File: config.mk
export PLATFORM = sky130hd
export DESIGN_NAME = wsel_unit
export DESIGN_NICKNAME = d
export VERILOG_FILES = /design/src/rtl/wsel_pkg.sv /design/src/rtl/wsel_cfg.sv /design/src/rtl/wsel_calc.sv /design/src/rtl/wsel_seq.sv /design/src/rtl/wsel_unit.sv
export SDC_FILE = /design/constraint.sdc
export NUM_CORES = 1
export LEC_CHECK = 0
export ABC_AREA = 1
export CORE_ASPECT_RATIO = 1.1
export CORE_UTILIZATION = 35
export CTS_CLUSTER_DIAMETER = 100
export DETAILED_ROUTE_END_ITERATION = 12
export DONT_BUFFER_PORTS = 1
export GPL_ROUTABILITY_DRIVEN = 1
export PLACE_DENSITY = 0.51
export SYNTH_ARGS = -nofsm -noshare
export SYNTH_HDL_FRONTEND = slang
export SYNTH_SLANG_ARGS = --single-unit
File: constraint.sdc
create_clock -name clk -period 1.75 [get_ports clk]
set_input_delay 0.2625 -clock clk [delete_from_list [all_inputs] [get_ports clk]]
set_output_delay 0.2625 -clock clk [all_outputs]
set_load 0.05 [all_outputs]
File: src/rtl/wsel_pkg.sv
package wsel_pkg;
   typedef enum logic [1:0] {
      SP_PROG = 2'd0,
      SP_DATA = 2'd1,
      SP_BYTE = 2'd2,
      SP_IO   = 2'd3
   } space_e;

   localparam int NSPACE = 4;

   // configuration register select codes
   localparam logic [3:0] CA_PROG = 4'd4;
   localparam logic [3:0] CA_DATA = 4'd5;
   localparam logic [3:0] CA_BYTE = 4'd6;
   localparam logic [3:0] CA_CTRL = 4'd8;
   localparam logic [3:0] CA_MASK = 4'd9;

   localparam logic [NSPACE-1:0] MASK_RST = 4'b1011;
endpackage

File: src/rtl/wsel_cfg.sv
module wsel_cfg
   import wsel_pkg::*;
#(
   parameter int NREGION = 4,
   parameter int WAIT_W  = 4
) (
   input  logic                             clk,
   input  logic                             rst_n,
   input  logic                             cfg_we,
   input  logic [3:0]                       cfg_addr,
   input  logic [WAIT_W-1:0]                cfg_data,
   output logic [NREGION-1:0][WAIT_W-1:0]   io_wait,
   output logic [WAIT_W-1:0]                prog_wait,
   output logic [WAIT_W-1:0]                data_wait,
   output logic [WAIT_W-1:0]                byte_wait,
   output logic                             dbl_mode,
   output logic                             byte_off,
   output logic [NSPACE-1:0]                cmask
);
   initial begin
      if (NREGION > 4) $error("wsel_cfg: region fields share codes 0..3");
      if (WAIT_W < NSPACE) $error("wsel_cfg: data width too narrow for mask");
   end

   for (genvar g = 0; g < NREGION; g++) begin : g_rgn
      always_ff @(posedge clk or negedge rst_n) begin
         if (!rst_n)                               io_wait[g] <= '1;
         else if (cfg_we && cfg_addr == 4'(g))     io_wait[g] <= cfg_data;
      end
   end

   always_ff @(posedge clk or negedge rst_n) begin
      if (!rst_n) begin
         prog_wait <= '1;
         data_wait <= '1;
         byte_wait <= '1;
         dbl_mode  <= 1'b0;
         byte_off  <= 1'b0;
         cmask     <= MASK_RST;
      end else if (cfg_we) begin
         case (cfg_addr)
            CA_PROG: prog_wait <= cfg_data;
            CA_DATA: data_wait <= cfg_data;
            CA_BYTE: byte_wait <= cfg_data;
            CA_CTRL: begin
               dbl_mode <= cfg_data[0];
               byte_off <= cfg_data[1];
            end
            CA_MASK: cmask <= cfg_data[NSPACE-1:0];
            default: ;
         endcase
      end
   end
endmodule

File: src/rtl/wsel_calc.sv
module wsel_calc
   import wsel_pkg::*;
#(
   parameter int NREGION = 4,
   parameter int WAIT_W  = 4,
   parameter int IO_AW   = 11,
   localparam int RGN_W  = $clog2(NREGION),
   localparam int CNT_W  = WAIT_W + 1
) (
   input  logic [1:0]                       space,
   input  logic [IO_AW-1:0]                 io_addr,
   input  logic [NREGION-1:0][WAIT_W-1:0]   io_wait,
   input  logic [WAIT_W-1:0]                prog_wait,
   input  logic [WAIT_W-1:0]                data_wait,
   input  logic [WAIT_W-1:0]                byte_wait,
   input  logic                             dbl_mode,
   output logic [CNT_W-1:0]                 wcount
);
   logic [WAIT_W-1:0] rgn_field;
   logic [WAIT_W-1:0] field;

   generate
      if (NREGION > 1) begin : g_multi
         logic [RGN_W-1:0] rgn;
         assign rgn       = io_addr[IO_AW-1 -: RGN_W];
         assign rgn_field = io_wait[rgn];
      end else begin : g_single
         assign rgn_field = io_wait[0];
      end
   endgenerate

   always_comb begin
      case (space_e'(space))
         SP_PROG: field = prog_wait;
         SP_DATA: field = data_wait;
         SP_BYTE: field = byte_wait;
         default: field = rgn_field;
      endcase
   end

   // 2N+1 is N shifted left with a one in the low bit
   assign wcount = dbl_mode ? {field, 1'b1} : {1'b0, field};
endmodule

File: src/rtl/wsel_seq.sv
module wsel_seq
   import wsel_pkg::*;
#(
   parameter int CNT_W = 5
) (
   input  logic               clk,
   input  logic               rst_n,
   input  logic               req,
   input  logic [1:0]         space,
   input  logic [CNT_W-1:0]   wcount,
   input  logic               byte_off,
   input  logic [NSPACE-1:0]  cmask,
   output logic [NSPACE-1:0]  sel_n,
   output logic               csel_n,
   output logic               ready,
   output logic               acc_on,
   output logic [CNT_W-1:0]   cnt_q
);
   logic [NSPACE-1:0] strobe_q;
   logic              comp_q;
   logic [NSPACE-1:0] strobe_d;

   always_comb begin
      strobe_d = NSPACE'(1) << space;
      if (byte_off) strobe_d[SP_BYTE] = 1'b0;
   end

   always_ff @(posedge clk or negedge rst_n) begin
      if (!rst_n) begin
         acc_on   <= 1'b0;
         cnt_q    <= '0;
         strobe_q <= '0;
         comp_q   <= 1'b0;
      end else if (!acc_on) begin
         if (req) begin
            acc_on   <= 1'b1;
            cnt_q    <= wcount;
            strobe_q <= strobe_d;
            comp_q   <= cmask[space];
         end
      end else if (cnt_q == '0) begin
         acc_on   <= 1'b0;
         strobe_q <= '0;
         comp_q   <= 1'b0;
      end else begin
         cnt_q <= cnt_q - 1'b1;
      end
   end

   assign sel_n  = ~strobe_q;
   assign csel_n = ~comp_q;
   assign ready  = !(acc_on && cnt_q != '0);
endmodule

File: src/rtl/wsel_unit.sv
module wsel_unit
   import wsel_pkg::*;
#(
   parameter int NREGION = 4,
   parameter int WAIT_W  = 4,
   parameter int IO_AW   = 11
) (
   input  logic               clk,
   input  logic               rst_n,
   input  logic               req,
   input  logic [1:0]         space,
   input  logic [IO_AW-1:0]   io_addr,
   input  logic               cfg_we,
   input  logic [3:0]         cfg_addr,
   input  logic [WAIT_W-1:0]  cfg_data,
   output logic [NSPACE-1:0]  sel_n,
   output logic               csel_n,
   output logic               ready
);
   localparam int CNT_W = WAIT_W + 1;
   localparam int RGN_W = $clog2(NREGION);

   initial begin
      if (IO_AW <= RGN_W) $error("wsel_unit: I/O address narrower than region index");
      if ((1 << RGN_W) != NREGION) $error("wsel_unit: region count must be a power of two");
   end

   logic [NREGION-1:0][WAIT_W-1:0] io_wait;
   logic [WAIT_W-1:0]              prog_wait, data_wait, byte_wait;
   logic                           dbl_mode, byte_off;
   logic [NSPACE-1:0]              cmask;
   logic [CNT_W-1:0]               wcount;
   logic                           acc_on;
   logic [CNT_W-1:0]               cnt_q;

   wsel_cfg #(.NREGION(NREGION), .WAIT_W(WAIT_W)) u_cfg (
      .clk, .rst_n, .cfg_we, .cfg_addr, .cfg_data,
      .io_wait, .prog_wait, .data_wait, .byte_wait,
      .dbl_mode, .byte_off, .cmask
   );

   wsel_calc #(.NREGION(NREGION), .WAIT_W(WAIT_W), .IO_AW(IO_AW)) u_calc (
      .space, .io_addr, .io_wait, .prog_wait, .data_wait, .byte_wait,
      .dbl_mode, .wcount
   );

   wsel_seq #(.CNT_W(CNT_W)) u_seq (
      .clk, .rst_n, .req, .space, .wcount, .byte_off, .cmask,
      .sel_n, .csel_n, .ready, .acc_on, .cnt_q
   );
endmodule

* Word-level counts from Yosys, hierarchy flattened *
Cells that the tools add are included.
W data, S select, Z words.

storage, ports and cells
  register bits = 45
  word-level logic and storage cells = 69

cells by class
  $add $sub $neg = 1
  magnitude comparators = 2
  eq/ne operators = 12
  shifts and indexed selects = 1
  mux-type cells = 19
  bitwise operators = 2
  reductions and logical operators = 18

operator list
  kind                   count
  $mux W5                4
  $mux W4                4
  $reduce_and A2 Y1      7
  $eq A4 B3 Y1 const B   3
  $pmux W4 S3            1
  $bmux W4 S2            1
  $eq A4 B2 Y1 const B   2
  $eq A4 B4 Y1 const B   2
  $mux W1                8
  $lt A2 B3 Y1 const B   2
  $logic_and A1 B1 Y1    5
  $logic_not A5 Y1       1
  $reduce_bool A5 Y1     1
  $sub A5 B1 Y5 const B  1
  $eq A4 B1 Y1 const B   1
  $logic_not A4 Y1       1
  $ne A2 B2 Y1 const B   2
  $not A4 Y4             1
  $shl A1 B2 Y4 const A  1
  $bmux W1 S2            1
  $eq A2 B1 Y1 const B   1
  $eq A2 B2 Y1 const B   1
  $logic_not A2 Y1       1
  $reduce_bool A2 Y1     1
  2 further kinds        2

* Logic depth before layout (Yosys ltp) *
  depth after elaboration = 6
  depth in mapped cells = 10

* Hierarchy *
Synthesis repeated with hierarchy kept, for this count alone.

second synthesis, totals
  cell total of the unflattened synthesis = 335
  area total of the unflattened synthesis = 2476.1 µm²

by module, submodules not included
  module     instances  cells an instance  area an instance (µm²)  sequential area each (µm²)
  wsel_cfg   1          183                1536.5                  889.6
  wsel_seq   1          83                 620.6                   275.3
  wsel_calc  1          69                 319.1                   0.0

* Worst setup path after synthesis *
Ideal clock, no wire load.

  kind = reg2reg
  start point = reg u_seq.cnt_q[0]
  end point = reg u_seq.cnt_q[3]
  arrival time = 1.503 ns
  data required time = 1.637 ns
  path slack = 0.135 ns
  cell stages (with the launch flop) = 10
  buffers on the path = 0
  period minus slack after synthesis = 1.615 ns
  cell sequence = dfrtp_1 -> inv_1 -> ha_1 -> nand3_1 -> nand2_1 -> nand2_2 -> inv_1 -> nand2_1 -> nand2_1 -> inv_1

on the way
  longest elaborated chain between the ends = 3
  elaborated cells on any way between the ends = 6
  those cells by class = add/sub (1); eq/ne (1); mux (2); reduce/logical (2)

ends and longest elaborated chain
  what                                                      RTL line                        source
  start, declared                                           wsel_seq.sv:17                  output logic [CNT_W-1:0] cnt_q
  start signal, assigned                                    wsel_seq.sv:37                  cnt_q <= wcount;
  start signal, assigned                                    wsel_seq.sv:46                  cnt_q <= cnt_q - 1'b1;
  $sub A5 B1 Y5 / $logic_not A5 Y1 (equally long branches)  wsel_seq.sv:46, wsel_seq.sv:41
  $mux W5 / $ne A2 B2 Y1 (equally long branches)            n/a
  $mux W5 / $reduce_and A2 Y1 (equally long branches)       n/a

Several ways; a longest one is shown, not always the timed one. The select of a mux whose other input is x is not followed.
A chain may end at the register's enable or synchronous reset.

* Worst setup path in the final report *
  start point = reg u_seq.cnt_q[0]
  end point = out ready

on the way
  longest elaborated chain between the ends = 3

ends and longest elaborated chain
  what                 RTL line         source
  $reduce_bool A5 Y1   wsel_seq.sv:52   assign ready = !(acc_on && cnt_q != '0);
  $logic_and A1 B1 Y1  wsel_seq.sv:52
  $logic_not A1 Y1     wsel_seq.sv:52
  end, declared        wsel_unit.sv:18  output logic ready

No other way between the ends.

==> results by group <==
Layout
  – N_diodes: 0
  – Layout filler cell count: 648
  – Syn-to-layout area delta: 10.3%
  – Most frequent cells in the layout: nand2_1, o21ai_0, dfstp_2
  – Layout cells sized above 1: 17.8%
  – Nets: 306
  – Final non-filler cell total: 358
  – Most common cell after layout, fill and taps aside: nand2_1

Placement
  – I/O Buffers: 0
  – Placed cell count: 348
  – Pre-CTS setup slack: 0.337 ns
  – Estimated wirelength of the detail-placed design: 3510 um
  – Gpl congestion: 0.785

Critical path
  – Setup crit end kind: output port
  – Worst R2R Setup Slack: 0.36 ns
  – Crit-path leading delay family: flip-flops
  – FF-to-FF path depth: 9
  – Reg2reg end: u_seq.cnt_q[3]
  – Slowest cell on crit path: dfrtp_1
  – Critical Path Start: u_seq.cnt_q[0]
  – Arrival @ worst endpoint: 1.39 ns
  – Worst Path Required: 1.49 ns
  – Crit-path cells: inv_1 -> ha_1 -> nand3_1 -> nand2_2 -> buf_6
  – Max stage delay on crit path: 0.39 ns
  – Reg2Reg Launch Point: u_seq.cnt_q[0]
  – Worst Setup Start Kind: flop
  – Buf/Inv on CP: 2
  – CP Max Fanout: 4
  – Kind of critical path: flop to output port

Power
  – LEAKAGE: 1.08 nW
  – Comb pwr share: 33.3%
  – Switching part of the total: 38.3%
  – Maximum VDD drop: 0.605 mV
  – Internal: 2.06 mW
  – Share of total power in the clock network: 18.6%
  – Net Sw Power: 1.27 mW
  – Seq pwr share: 48.1%
  – Power per cell area: 1390 mW/mm2

Routing
  – Via count: 1723
  – Drt wl/cell: 13.9 um
  – Initial drt markers: 79
  – DRC viols: 0
  – 1st-pass router iterations: 4
  – DRT antenna net count: 0
  – Final WL: 4960 um
  – Vias per cell: 4.81

CTS
  – CTS Sinks: 45
  – Clk pin slew, worst setup/hold paths: 0.08 ns
  – H-tree levels: 2
  – Worst-Skew Late Latency: 0.29 ns
  – Clk root buf: clkbuf_8
  – Clock tree buffer depth: 2
  – CTS tree: built
  – Post-CTS Setup Inserts: 0
  – CTS Buf Count: 5

Yosys
  – Synthesized cell area: 0.00217 mm2
  – Syn_nets: 297
  – Synthesized area per cell: 7.99 um2
  – Synth Warn #: 0
  – Register area share after synthesis: 53.8%
  – Synth Register Bits: 45
  – Syn Inst Count: 271
  – Count of cell types in the netlist: 21

Global route
  – First-pass GRT wire length: 8250 um
  – Largest net degree at the start of global routing: 46
  – Total Routing Usage GR: 16.5%
  – Initial antenna violation count: 0
  – Global-route congestion overflow total: 0
  – Vias in the first global route: 1639

Floorplanning
  – Die area: 0.00651 mm2
  – Initial Util: 36.8%
  – Die W: 77.0 um
  – Io pins: 31
  – Chip Height: 84.5 um
  – Row count: 29
  – Core area: 0.00588 mm2

STA
  – Clock Skew: 0.0107 ns
  – Worst-Margin Slew: 0.451 ns
  – Fin. Hold Viols: 0
  – # setup viols final: 0
  – Min Tclk post-route: 1.66 ns
  – RSZ-0062 raised after global routing: no
  – Final-report max-slew violation count: 0
  – Setup WS post-layout: 0.0938 ns
  – F_max: 604 MHz
  – Relative slew margins: 69.9%
  – Fin crit share: 94.6%
  – Fin Setup TNS: 0 ns

Min path
  – Hold WC Path Type: input port to flop
  – Hold path cells: 2
  – Min-Delay Startpoint: cfg_data[0]
  – Hold Crit Endpoint: u_cfg.cmask[0]

Outcome
  – Run status: complete, no violations

Flow run
  – Number of max-cap violations: 0
synth_stat cells, drive strengths merged:
cell / n / area [um2]
nand4: 1 / 6.26
inv: 33 / 124
ha: 1 / 12.5
nor3: 2 / 26.3
dfstp: 31 / 815
nand3: 27 / 135
a21oi: 4 / 20.0
nor2: 17 / 71.3
o211ai: 1 / 7.51
buf: 1 / 5.00
dfrtp: 14 / 350
o22ai: 3 / 18.8
nand2: 94 / 358
o21bai: 1 / 7.51
o21ai: 40 / 200
o2111ai: 1 / 8.76
layout make-up:
| type | count | area (um2) | share of cell area (%) |
|---|---|---|---|
| timing repair buffer | 3 | 48.8 | 2.04 |
| clock buffer | 7 | 76.3 | 3.19 |
| sequential | 45 | 1160 | 48.7 |
| tap | 77 | 96.3 | 4.03 |
| inverter | 33 | 124 | 5.18 |
| clock inverter | 1 | 5.00 | 0.209 |
| multi-input combinational | 192 | 875 | 36.6 |
cell families (layout without fill, tap and decap cells):
logic type,after synthesis,count (layout),share of synthesized area [%]
buffers and inverters,34,44,5.95
adder cells (fa/ha/maj),1,1,0.578
AND/OR/NAND/NOR,141,141,27.6
AO/OA/AOI/OAI,50,50,12.1
flip-flops,45,45,53.8
power groups by stage:
stage / registers [mW] / logic (mW) / clock network (mW)
CTS: 1.60 / 1.11 / 0.654
detailed placement: 1.62 / 1.07 / 0
finish: 1.60 / 1.11 / 0.619
global route: 1.64 / 1.27 / 0.681
global placement: 1.62 / 1.06 / 0
floorplan: 1.57 / 0.903 / 0
registers in the layout, indices dropped and copies added (netlist names), 4 cells and up:
name and count:
u_cfg.data_wait 4, u_seq.strobe_q 4, u_seq.cnt_q 5, u_cfg.byte_wait 4, u_cfg.prog_wait 4, u_cfg.cmask 4
u_cfg.io_wait 16
layer usage:
metal  wire (um)  global-route usage, %  vias to the layer above
li1            -                      -                      892
met1        2550                   23.7                      794
met2        2220                   25.3                       31
met3         155                   3.04                        6
met4          41                   4.63                        0
met5           0                      0                        -
worst max path at each step:
| stage | to | slack, ns | cells past startpoint |
|---|---|---|---|
| after global routing | ready | 0.02 | 5 |
| final | ready | 0.09 | 5 |
| after detailed placement | u_seq.cnt_q[3] | 0.34 | 9 |
| after floorplan | u_seq.cnt_q[3] | 0.13 | 9 |
| after global placement | u_seq.cnt_q[3] | 0.36 | 9 |
| after CTS | ready | 0.02 | 5 |
stage by stage:
stage                     instance area (um2)  utilization [%]  total power, mW  hold WS (ns)
after floorplan                          2170                -             2.47       -0.0331
after global placement                   2260             38.5             2.68       -0.0315
after detailed placement                 2260             38.5             2.70       -0.0315
after CTS                                2380             40.5             3.37        0.0735
after global routing                     2390             40.7             3.60         0.106
final                                    2390             40.7             3.33        0.0864
what timing repair did:
action	4_1_cts	5_1_grt
resized for setup	0	2
hold endpoints to repair	45	0
setup endpoints to repair	0	1
hold buffers	2	0
Power figures use the tool's default switching activity.
